`src/rtl/div_pkg.sv`:
```
package div_pkg;
  typedef enum logic [2:0] {
    ST_IDLE,
    ST_PREP,
    ST_SUB,
    ST_SEL,
    ST_SIGN,
    ST_OUT
  } div_state_e;
endpackage

```
`src/rtl/div_magnitude.sv`:
```
module div_magnitude #(
  parameter int W = 32
) (
  input  logic [W-1:0] value,
  input  logic         is_signed,
  output logic [W-1:0] mag,
  output logic         neg
);
  always_comb begin
    neg = is_signed & value[W-1];
    mag = neg ? (~value + 1'b1) : value;
  end
endmodule

```
`src/rtl/div_msb_finder.sv`:
```
module div_msb_finder #(
  parameter int W  = 32,
  parameter int CW = $clog2(W + 1)
) (
  input  logic [W-1:0]  value,
  output logic [CW-1:0] bit_len
);
  always_comb begin
    bit_len = '0;
    for (int i = 0; i < W; i++) begin
      if (value[i]) bit_len = CW'(i + 1);
    end
  end
endmodule

```
`src/rtl/div_step.sv`:
```
module div_step #(
  parameter int W = 32
) (
  input  logic [W:0]   partial,
  input  logic [W-1:0] divisor,
  output logic [W:0]   diff,
  output logic         fits
);
  logic [W+1:0] full;
  always_comb begin
    full = {1'b0, partial} - {2'b00, divisor};
    fits = ~full[W+1];
    diff = full[W:0];
  end
endmodule

```
`src/rtl/seq_divider.sv`:
```
module seq_divider
  import div_pkg::*;
#(
  parameter int W = 32
) (
  input  logic         clk,
  input  logic         rst,
  input  logic         start,
  input  logic         is_signed,
  input  logic [W-1:0] dividend,
  input  logic [W-1:0] divisor,
  output logic [W-1:0] quotient,
  output logic         busy,
  output logic         done
);
  localparam int CW = $clog2(W + 1);
  localparam logic [CW-1:0] W_C = CW'(W);
  localparam logic [CW-1:0] ONE_C = CW'(1);

  div_state_e     state;
  logic [W-1:0]   mag_a, mag_b, mag_a_w, mag_b_w;
  logic           neg_a_w, neg_b_w, neg_q, zdiv_q;
  logic [W-1:0]   q_reg, rem_q, res_q;
  logic [W:0]     partial_q, diff_q, partial_w, diff_w;
  logic           fits_q, fits_w;
  logic [CW-1:0]  cnt, len_w, n_w;

  div_magnitude #(.W(W)) u_mag_a (
    .value(dividend), .is_signed(is_signed), .mag(mag_a_w), .neg(neg_a_w));
  div_magnitude #(.W(W)) u_mag_b (
    .value(divisor), .is_signed(is_signed), .mag(mag_b_w), .neg(neg_b_w));

  div_msb_finder #(.W(W), .CW(CW)) u_len (.value(mag_a), .bit_len(len_w));

  assign n_w = (zdiv_q || mag_a == '0) ? ONE_C : len_w;
  assign partial_w = {rem_q, q_reg[W-1]};

  div_step #(.W(W)) u_step (
    .partial(partial_w), .divisor(mag_b), .diff(diff_w), .fits(fits_w));

  assign busy = (state != ST_IDLE);

  always_ff @(posedge clk) begin
    if (rst) begin
      state     <= ST_IDLE;
      mag_a     <= '0;
      mag_b     <= '0;
      neg_q     <= 1'b0;
      zdiv_q    <= 1'b0;
      q_reg     <= '0;
      rem_q     <= '0;
      res_q     <= '0;
      partial_q <= '0;
      diff_q    <= '0;
      fits_q    <= 1'b0;
      cnt       <= '0;
      quotient  <= '0;
      done      <= 1'b0;
    end else begin
      done <= 1'b0;
      unique case (state)
        ST_IDLE: if (start) begin
          mag_a  <= mag_a_w;
          mag_b  <= mag_b_w;
          neg_q  <= neg_a_w ^ neg_b_w;
          zdiv_q <= (divisor == '0);
          state  <= ST_PREP;
        end
        ST_PREP: begin
          q_reg <= mag_a << (W_C - n_w);
          rem_q <= '0;
          cnt   <= n_w;
          state <= ST_SUB;
        end
        ST_SUB: begin
          partial_q <= partial_w;
          diff_q    <= diff_w;
          fits_q    <= fits_w;
          state     <= ST_SEL;
        end
        ST_SEL: begin
          rem_q <= fits_q ? diff_q[W-1:0] : partial_q[W-1:0];
          q_reg <= {q_reg[W-2:0], fits_q};
          cnt   <= cnt - 1'b1;
          state <= (cnt == ONE_C) ? ST_SIGN : ST_SUB;
        end
        ST_SIGN: begin
          res_q <= zdiv_q ? '1 : (neg_q ? (~q_reg + 1'b1) : q_reg);
          state <= ST_OUT;
        end
        ST_OUT: begin
          quotient <= res_q;
          done     <= 1'b1;
          state    <= ST_IDLE;
        end
        default: state <= ST_IDLE;
      endcase
    end
  end

  // done is a single-cycle pulse
  p_done_one_cycle_r6: assert property (@(posedge clk) disable iff (rst)
    done |=> !done);
  // busy is released in the done cycle
  p_busy_clear_at_done_r6: assert property (@(posedge clk) disable iff (rst)
    done |-> !busy);
  // an idle start is accepted
  p_accept_start_r6: assert property (@(posedge clk) disable iff (rst)
    (start && !busy) |=> busy);
  // result port only moves with done
  p_quot_hold_r8: assert property (@(posedge clk) disable iff (rst)
    !done |-> $stable(quotient));
  // zero divisor delivers all ones
  p_zero_div_ones_r4: assert property (@(posedge clk) disable iff (rst)
    (done && zdiv_q) |-> (quotient == '1));
  // iteration count stays in range
  p_cnt_range_r3: assert property (@(posedge clk) disable iff (rst)
    (state == ST_SUB || state == ST_SEL) |-> (cnt != '0 && cnt <= W_C));
endmodule

```
`config.mk`:
```
export PLATFORM = sky130hd
export DESIGN_NAME = seq_divider
export DESIGN_NICKNAME = d
export VERILOG_FILES = /design/src/rtl/div_pkg.sv /design/src/rtl/div_magnitude.sv /design/src/rtl/div_msb_finder.sv /design/src/rtl/div_step.sv /design/src/rtl/seq_divider.sv
export SDC_FILE = /design/constraint.sdc
export NUM_CORES = 1
export LEC_CHECK = 0
export BUFFER_PORTS_ARGS = -buffer_cell sky130_fd_sc_hd__buf_2
export CAP_MARGIN = 20
export CORE_ASPECT_RATIO = 1.75
export CORE_MARGIN = 5
export CORE_UTILIZATION = 30
export DETAILED_ROUTE_END_ITERATION = 7
export PLACE_DENSITY_LB_ADDON = 0.25
export SETUP_SLACK_MARGIN = 0.15
export SLEW_MARGIN = 5
export SYNTH_ARGS = -nofsm -noshare
export SYNTH_HDL_FRONTEND = slang
export SYNTH_HIERARCHICAL = 1
export SYNTH_SLANG_ARGS = --single-unit
```
`constraint.sdc`:
```
create_clock -name clk -period 5.2 [get_ports clk]
set_clock_uncertainty 0.15 [all_clocks]
set_input_delay 1.04 -clock clk [delete_from_list [all_inputs] [get_ports clk]]
set_output_delay 1.04 -clock clk [all_outputs]
set_load 0.02 [all_outputs]
```
-- Word-level counts from Yosys, hierarchy flattened
Cells that the tools add are included.
W data, S select, Z words.
- register bits after elaboration: 269
- bits in latches: 0
- RAM bits: 0
- memory bits (read-only): 0
- output and inout bits: 34
- memories kept: 0
- add/sub/neg operators: 6
- multipliers: 0
- divide/modulo/power cells: 0
- order comparisons: 0
- eq/ne operators: 7
- shift operators: 1
- multiplexer cells: 45
- bitwise operators: 7
- reductions and logical operators: 7
- operators with widths (kind ; number):
    $mux W32 ; 5
    $pmux W32 S2 ; 2
    $add A32 B1 Y32 const B ; 3
    $not A32 Y32 ; 3
    $mux W5 ; 16
    $logic_not A32 Y1 ; 2
    $sub A33 B32 Y34 ; 1
    $mux W4 ; 8
    $shl A32 B6 Y32 ; 1
    $mux W3 ; 6
    $pmux W3 S5 ; 1
    $mux W6 ; 2
    $pmux W6 S2 ; 1
    $eq A3 B2 Y1 const B ; 2
    $eq A3 B3 Y1 const B ; 2
    $eq A6 B1 Y1 const B ; 1
    $sub A6 B1 Y6 const B ; 1
    $sub A6 B6 Y6 const A ; 1
    $mux W2 ; 2
    $eq A3 B1 Y1 const B ; 1
    $logic_not A3 Y1 ; 1
    $reduce_bool A3 Y1 ; 1
    $and A1 B1 Y1 ; 2
    $mux W1 ; 2
    6 further kinds ; 6

-- Depth between registers and ports, before layout
- word-level depth: 36
- gate-level depth with buffers: 20
- mapped depth without buffers: 17

-- Cells and area by module
The synthesis kept the hierarchy.
- by module, submodules not included (module ; times used ; cells an instance ; area an instance (µm²) ; seq. area each (µm²)):
    seq_divider ; 1 ; 1516 ; 12318.1 ; 5385.2
    div_step ; 1 ; 284 ; 1938.1 ; 0.0
    div_magnitude ; 2 ; 106 ; 706.9 ; 0.0
    div_msb_finder ; 1 ; 61 ; 334.1 ; 0.0

-- Least setup slack after synthesis
No wires, ideal clock.
- path kind: register to register
- from: register mag_a[15]
- to: register q_reg[31]
- data arrival time: 4011 ps
- data required time: 4924 ps
- slack: 913 ps
- stages on the path, launching flop included: 19
- path buffers: 5
- cells stage by stage: dfxtp_1 > inv_1 > a21oi_1 > o21ai_0 > a2111oi_0 > a221oi_1 > nor2_1 > o21ai_4 > inv_2 > buf_4 > buf_2 > ha_1 > clkbuf_1 > clkbuf_1 > clkbuf_1 > mux4_2 > mux4_2 > nand2_1 > o21ai_1
- longest elaborated chain between the ends: 21
- elaborated cells on any way between the ends: 23
- those cells by class: add/sub: 1; shift: 1; mux: 19; reduce/logical: 2
- RTL lines (element ; line ; text):
    start, declared ; seq_divider.sv:21 ; logic [W-1:0] mag_a, mag_b, mag_a_w, mag_b_w;
    start signal, assigned ; seq_divider.sv:63 ; mag_a <= mag_a_w;
    $mux W5 (16 in a row) ; div_msb_finder.sv:11 ; if (value[i]) bit_len = CW'(i + 1);
    $mux W6 ; div_msb_finder.sv:11 ;
    via len_w[0] ; seq_divider.sv:26 ; logic [CW-1:0] cnt, len_w, n_w;
    $mux W6 ; seq_divider.sv:35 ; assign n_w = (zdiv_q || mag_a == '0) ? ONE_C : len_w;
    $sub A6 B6 Y6 ; seq_divider.sv:70 ; q_reg <= mag_a << (W_C - n_w);
    $shl A32 B6 Y32 ; seq_divider.sv:70 ;
    $pmux W32 S2 ; seq_divider.sv:61 ; unique case (state)
    end signal, assigned ; seq_divider.sv:70 ;
    end signal, assigned ; seq_divider.sv:83 ; q_reg <= {q_reg[W-2:0], fits_q};
    end, declared ; seq_divider.sv:23 ; logic [W-1:0] q_reg, rem_q, res_q;
The timed path passes the listed nets, and every way through them passes these cells.
A chain may end at the register's enable or synchronous reset.

-- Final worst setup path
- from: register mag_a[3]
- to: register q_reg[21]
- longest elaborated chain between the ends: 33
- elaborated cells on any way between the ends: 35
- those cells by class: add/sub: 1; shift: 1; mux: 31; reduce/logical: 2
- RTL lines (element ; line):
    $mux W3 (4 in a row) ; div_msb_finder.sv:11
    $mux W4 (8 in a row) ; div_msb_finder.sv:11
    $mux W5 (16 in a row) ; div_msb_finder.sv:11
    $mux W6 ; div_msb_finder.sv:11
    via len_w[0] ; seq_divider.sv:26
    $mux W6 ; seq_divider.sv:35
    $sub A6 B6 Y6 ; seq_divider.sv:70
    $shl A32 B6 Y32 ; seq_divider.sv:70
    $pmux W32 S2 ; seq_divider.sv:61
The timed path passes the listed nets, and every way through them passes these cells.

==> impl_metrics.prom <==
# TYPE chip_impl_metric gauge
chip_impl_metric{name="first_iter_violations",unit=""} 910
chip_impl_metric{name="drt_wirelength",unit="µm"} 47000
chip_impl_metric{name="reg2reg_setup_slack",unit="ps"} 880
chip_impl_metric{name="post-route-drc-count",unit=""} 0
chip_impl_metric{name="cp.required",unit="ps"} 5510
chip_impl_metric{name="routed-via-count",unit=""} 14600
chip_impl_metric{name="post-layout-total-power",unit="W"} 0.00623
chip_impl_info{name="run_status",value="finished, final reports clean"} 1
chip_impl_metric{name="via_per_inst",unit=""} 5.26
chip_impl_metric{name="routed_wire_per_std_cell",unit="µm"} 16.9
chip_impl_metric{name="max_cap_viol_count",unit=""} 0
chip_impl_info{name="regToRegStartpoint",value="mag_a[3]$_SDFFE_PP0P_"} 1
chip_impl_metric{name="setup_tns",unit="ps"} 0
chip_impl_metric{name="antenna_found_initial",unit=""} 0
chip_impl_info{name="critical_path.reg2reg.endpoint",value="q_reg[21]$_SDFFE_PP0P_"} 1
chip_impl_metric{name="grt_pass1_vias",unit=""} 14000
chip_impl_metric{name="clk-insertion-delay-late",unit="ps"} 550
chip_impl_metric{name="final_worst_setup_slack",unit="ps"} 878
chip_impl_metric{name="die_w",unit="µm"} 184
chip_impl_metric{name="h-tree-depth",unit=""} 1
chip_impl_info{name="setup_repair_after_global_routing_missed_its_margin",value="no"} 1
chip_impl_metric{name="synth_area_per_cell",unit="µm²"} 7.72
chip_impl_metric{name="synthCells",unit=""} 2065
chip_impl_metric{name="worst-path-max-fanout",unit=""} 10
chip_impl_metric{name="timing.final.max_slew_violations",unit=""} 0
chip_impl_metric{name="timing.max_slew.rel_slack",unit="%"} 24.6
chip_impl_metric{name="p_leak",unit="nW"} 6.79
chip_impl_metric{name="post-place-ws",unit="ps"} 866
chip_impl_metric{name="total_die_area",unit="mm²"} 0.0580
chip_impl_info{name="timing.critical_path.cells",value="nor2_1 -> a221oi_1 -> o31ai_1 -> o2111ai_1 -> a221oi_1 -> nor2_1 -> o21ai_4 -> inv_2 -> ha_1 -> nand2_1 -> mux2i_1 -> or3_1 -> a211oi_2 -> and2_1 -> nand3_1 -> o21ai_0"} 1
chip_impl_metric{name="rr_worst_depth",unit=""} 16
chip_impl_metric{name="layout-drive-gt1-share",unit="%"} 13.3
chip_impl_info{name="worst_setup_path_start_kind",value="flip-flop"} 1
chip_impl_metric{name="postCtsHoldBufs",unit=""} 0
chip_impl_metric{name="floorplan.io_pins",unit=""} 102
chip_impl_metric{name="grt_start_max_net_pins",unit=""} 242
chip_impl_metric{name="post_cts_resized",unit=""} 0
chip_impl_metric{name="post_cts_buffers",unit=""} 0
chip_impl_metric{name="hold_viol",unit=""} 0
chip_impl_metric{name="timing.final.crit_period",unit="ps"} 4320
chip_impl_metric{name="ys.warnings.count",unit=""} 6
chip_impl_info{name="leading_cell_types_in_the_layout_fill_and_taps_excluded",value="nand2_1 (440), dfxtp_1 (269), a21oi_1 (251)"} 1
chip_impl_metric{name="placement_rows",unit=""} 111
chip_impl_info{name="worst_path_dominant_cell_family",value="compound AO/OA/AOI/OAI gates"} 1
chip_impl_metric{name="post-route-period-util",unit="%"} 83.1
chip_impl_info{name="cp-end-kind",value="flip-flop"} 1
chip_impl_metric{name="finalSetupViolCount",unit=""} 0
chip_impl_metric{name="antenna_cells",unit=""} 0
chip_impl_info{name="critical_path.startpoint",value="mag_a[3]$_SDFFE_PP0P_"} 1
chip_impl_metric{name="timing.critical_path.depth",unit=""} 16
chip_impl_info{name="timing.critical_path.slowest_stage_cell",value="a211oi_2"} 1
chip_impl_metric{name="cts-root-to-sink-buffers",unit=""} 3
chip_impl_metric{name="initial_core_util",unit="%"} 30.4
chip_impl_metric{name="antenna_violating_nets_post_route",unit=""} 0
chip_impl_metric{name="drtPass1Iterations",unit=""} 5
chip_impl_metric{name="routabilityCongestion",unit=""} 0.863
chip_impl_metric{name="worst-path-buf-inv",unit=""} 1
chip_impl_metric{name="groute.usage.overall",unit="%"} 15.7
chip_impl_metric{name="critPathArrivalTime",unit="ps"} 4630
chip_impl_metric{name="dp_hpwl",unit="µm"} 34400
chip_impl_metric{name="post_synth_instance_area",unit="mm²"} 0.0159
chip_impl_metric{name="largest_voltage_drop_on_the_vdd_net",unit="µV"} 213
chip_impl_metric{name="max_clock_freq",unit="MHz"} 231
chip_impl_info{name="cts_root_buf",value="clkbuf_16"} 1
chip_impl_metric{name="clkSinkCount",unit=""} 269
chip_impl_info{name="timing_worst_setup_path_type",value="flip-flop to flip-flop"} 1
chip_impl_info{name="layout_commonest_cell",value="nand2_1"} 1
chip_impl_metric{name="worst_path_largest_cell_delay",unit="ps"} 640
chip_impl_metric{name="tritoncts.num_buffers",unit=""} 26
chip_impl_info{name="endpoint",value="q_reg[21]$_SDFFE_PP0P_"} 1
chip_impl_metric{name="max_slew.worst_pin.slew",unit="ps"} 1130
chip_impl_metric{name="core_area",unit="mm²"} 0.0525
chip_impl_metric{name="die_height",unit="µm"} 315
chip_impl_metric{name="syn_nets",unit=""} 2172
chip_impl_metric{name="cts.clk_slew.worst_paths",unit="ps"} 60
chip_impl_metric{name="grt_pass1_wl",unit="µm"} 76100
chip_impl_metric{name="buffer_ports.inserted",unit=""} 101
chip_impl_info{name="timing.hold.worst.class",value="flip-flop to flip-flop"} 1
chip_impl_metric{name="power_density",unit="mW/mm²"} 348
chip_impl_metric{name="num-nets-final",unit=""} 2186
chip_impl_metric{name="grt_remaining_overflow",unit=""} 0
chip_impl_info{name="tritoncts",value="yes"} 1
chip_impl_metric{name="area_growth",unit="%"} 12.3
through the flow:
step | cells | hold WS (ps) | utilization [%] | area (µm²)
5_1_grt | 2775 | 319 | 34.1 | 17900
6_report | 2775 | 300 | 34.1 | 17900
2_1_floorplan | 2065 | 279 | - | 15900
3_5_place_dp | 2727 | 294 | 32.3 | 17000
4_1_cts | 2773 | 303 | 34.0 | 17800
3_3_place_gp | 2727 | 289 | 32.3 | 17000
layout make-up:
| class | count | area, µm² |
|---|---|---|
| Tap cell | 678 | 848 |
| Clock buffer | 38 | 767 |
| Clock inverter | 8 | 124 |
| Inverter | 75 | 282 |
| Sequential cell | 269 | 5390 |
| Timing Repair Buffer | 122 | 722 |
| Multi-Input combinational cell | 1585 | 9770 |
| Fill cell | 5641 | 34600 |
report_power, final:
part | switching (W) | internal [W]
Sequential | 0.000129 | 0.00216
Combinational | 0.00118 | 0.000774
Clock | 0.000818 | 0.00117
per-layer routing:
layer	share of wire [%]	track usage, %	vias up
li1	-	-	7290
met1	42	19.0	6833
met2	50	28.5	371
met3	3.9	1.74	91
met4	3.8	5.63	0
met5	0	0	-
how the worst min path moves through the flow:
stage	start	end	slack (ps)	cells past startpoint
5_1_grt	diff_q[2]$_SDFFE_PP0N_	diff_q[2]$_SDFFE_PP0N_	320	2
6_report	quotient[6]$_SDFFE_PP0P_	quotient[6]$_SDFFE_PP0P_	300	2
4_1_cts	quotient[17]$_SDFFE_PP0P_	quotient[17]$_SDFFE_PP0P_	300	2
3_3_place_gp	diff_q[1]$_SDFFE_PP0N_	diff_q[1]$_SDFFE_PP0N_	290	2
2_1_floorplan	res_q[16]$_SDFFE_PP0P_	quotient[16]$_SDFFE_PP0P_	280	2
3_5_place_dp	quotient[17]$_SDFFE_PP0P_	quotient[17]$_SDFFE_PP0P_	290	2
worst min-delay path, stage by stage (launching register included):
cell and delay [ps]:
dfxtp_1 300, nand2_1 50, a21oi_1 50
Note: power is estimated with default switching activity, not from simulation.
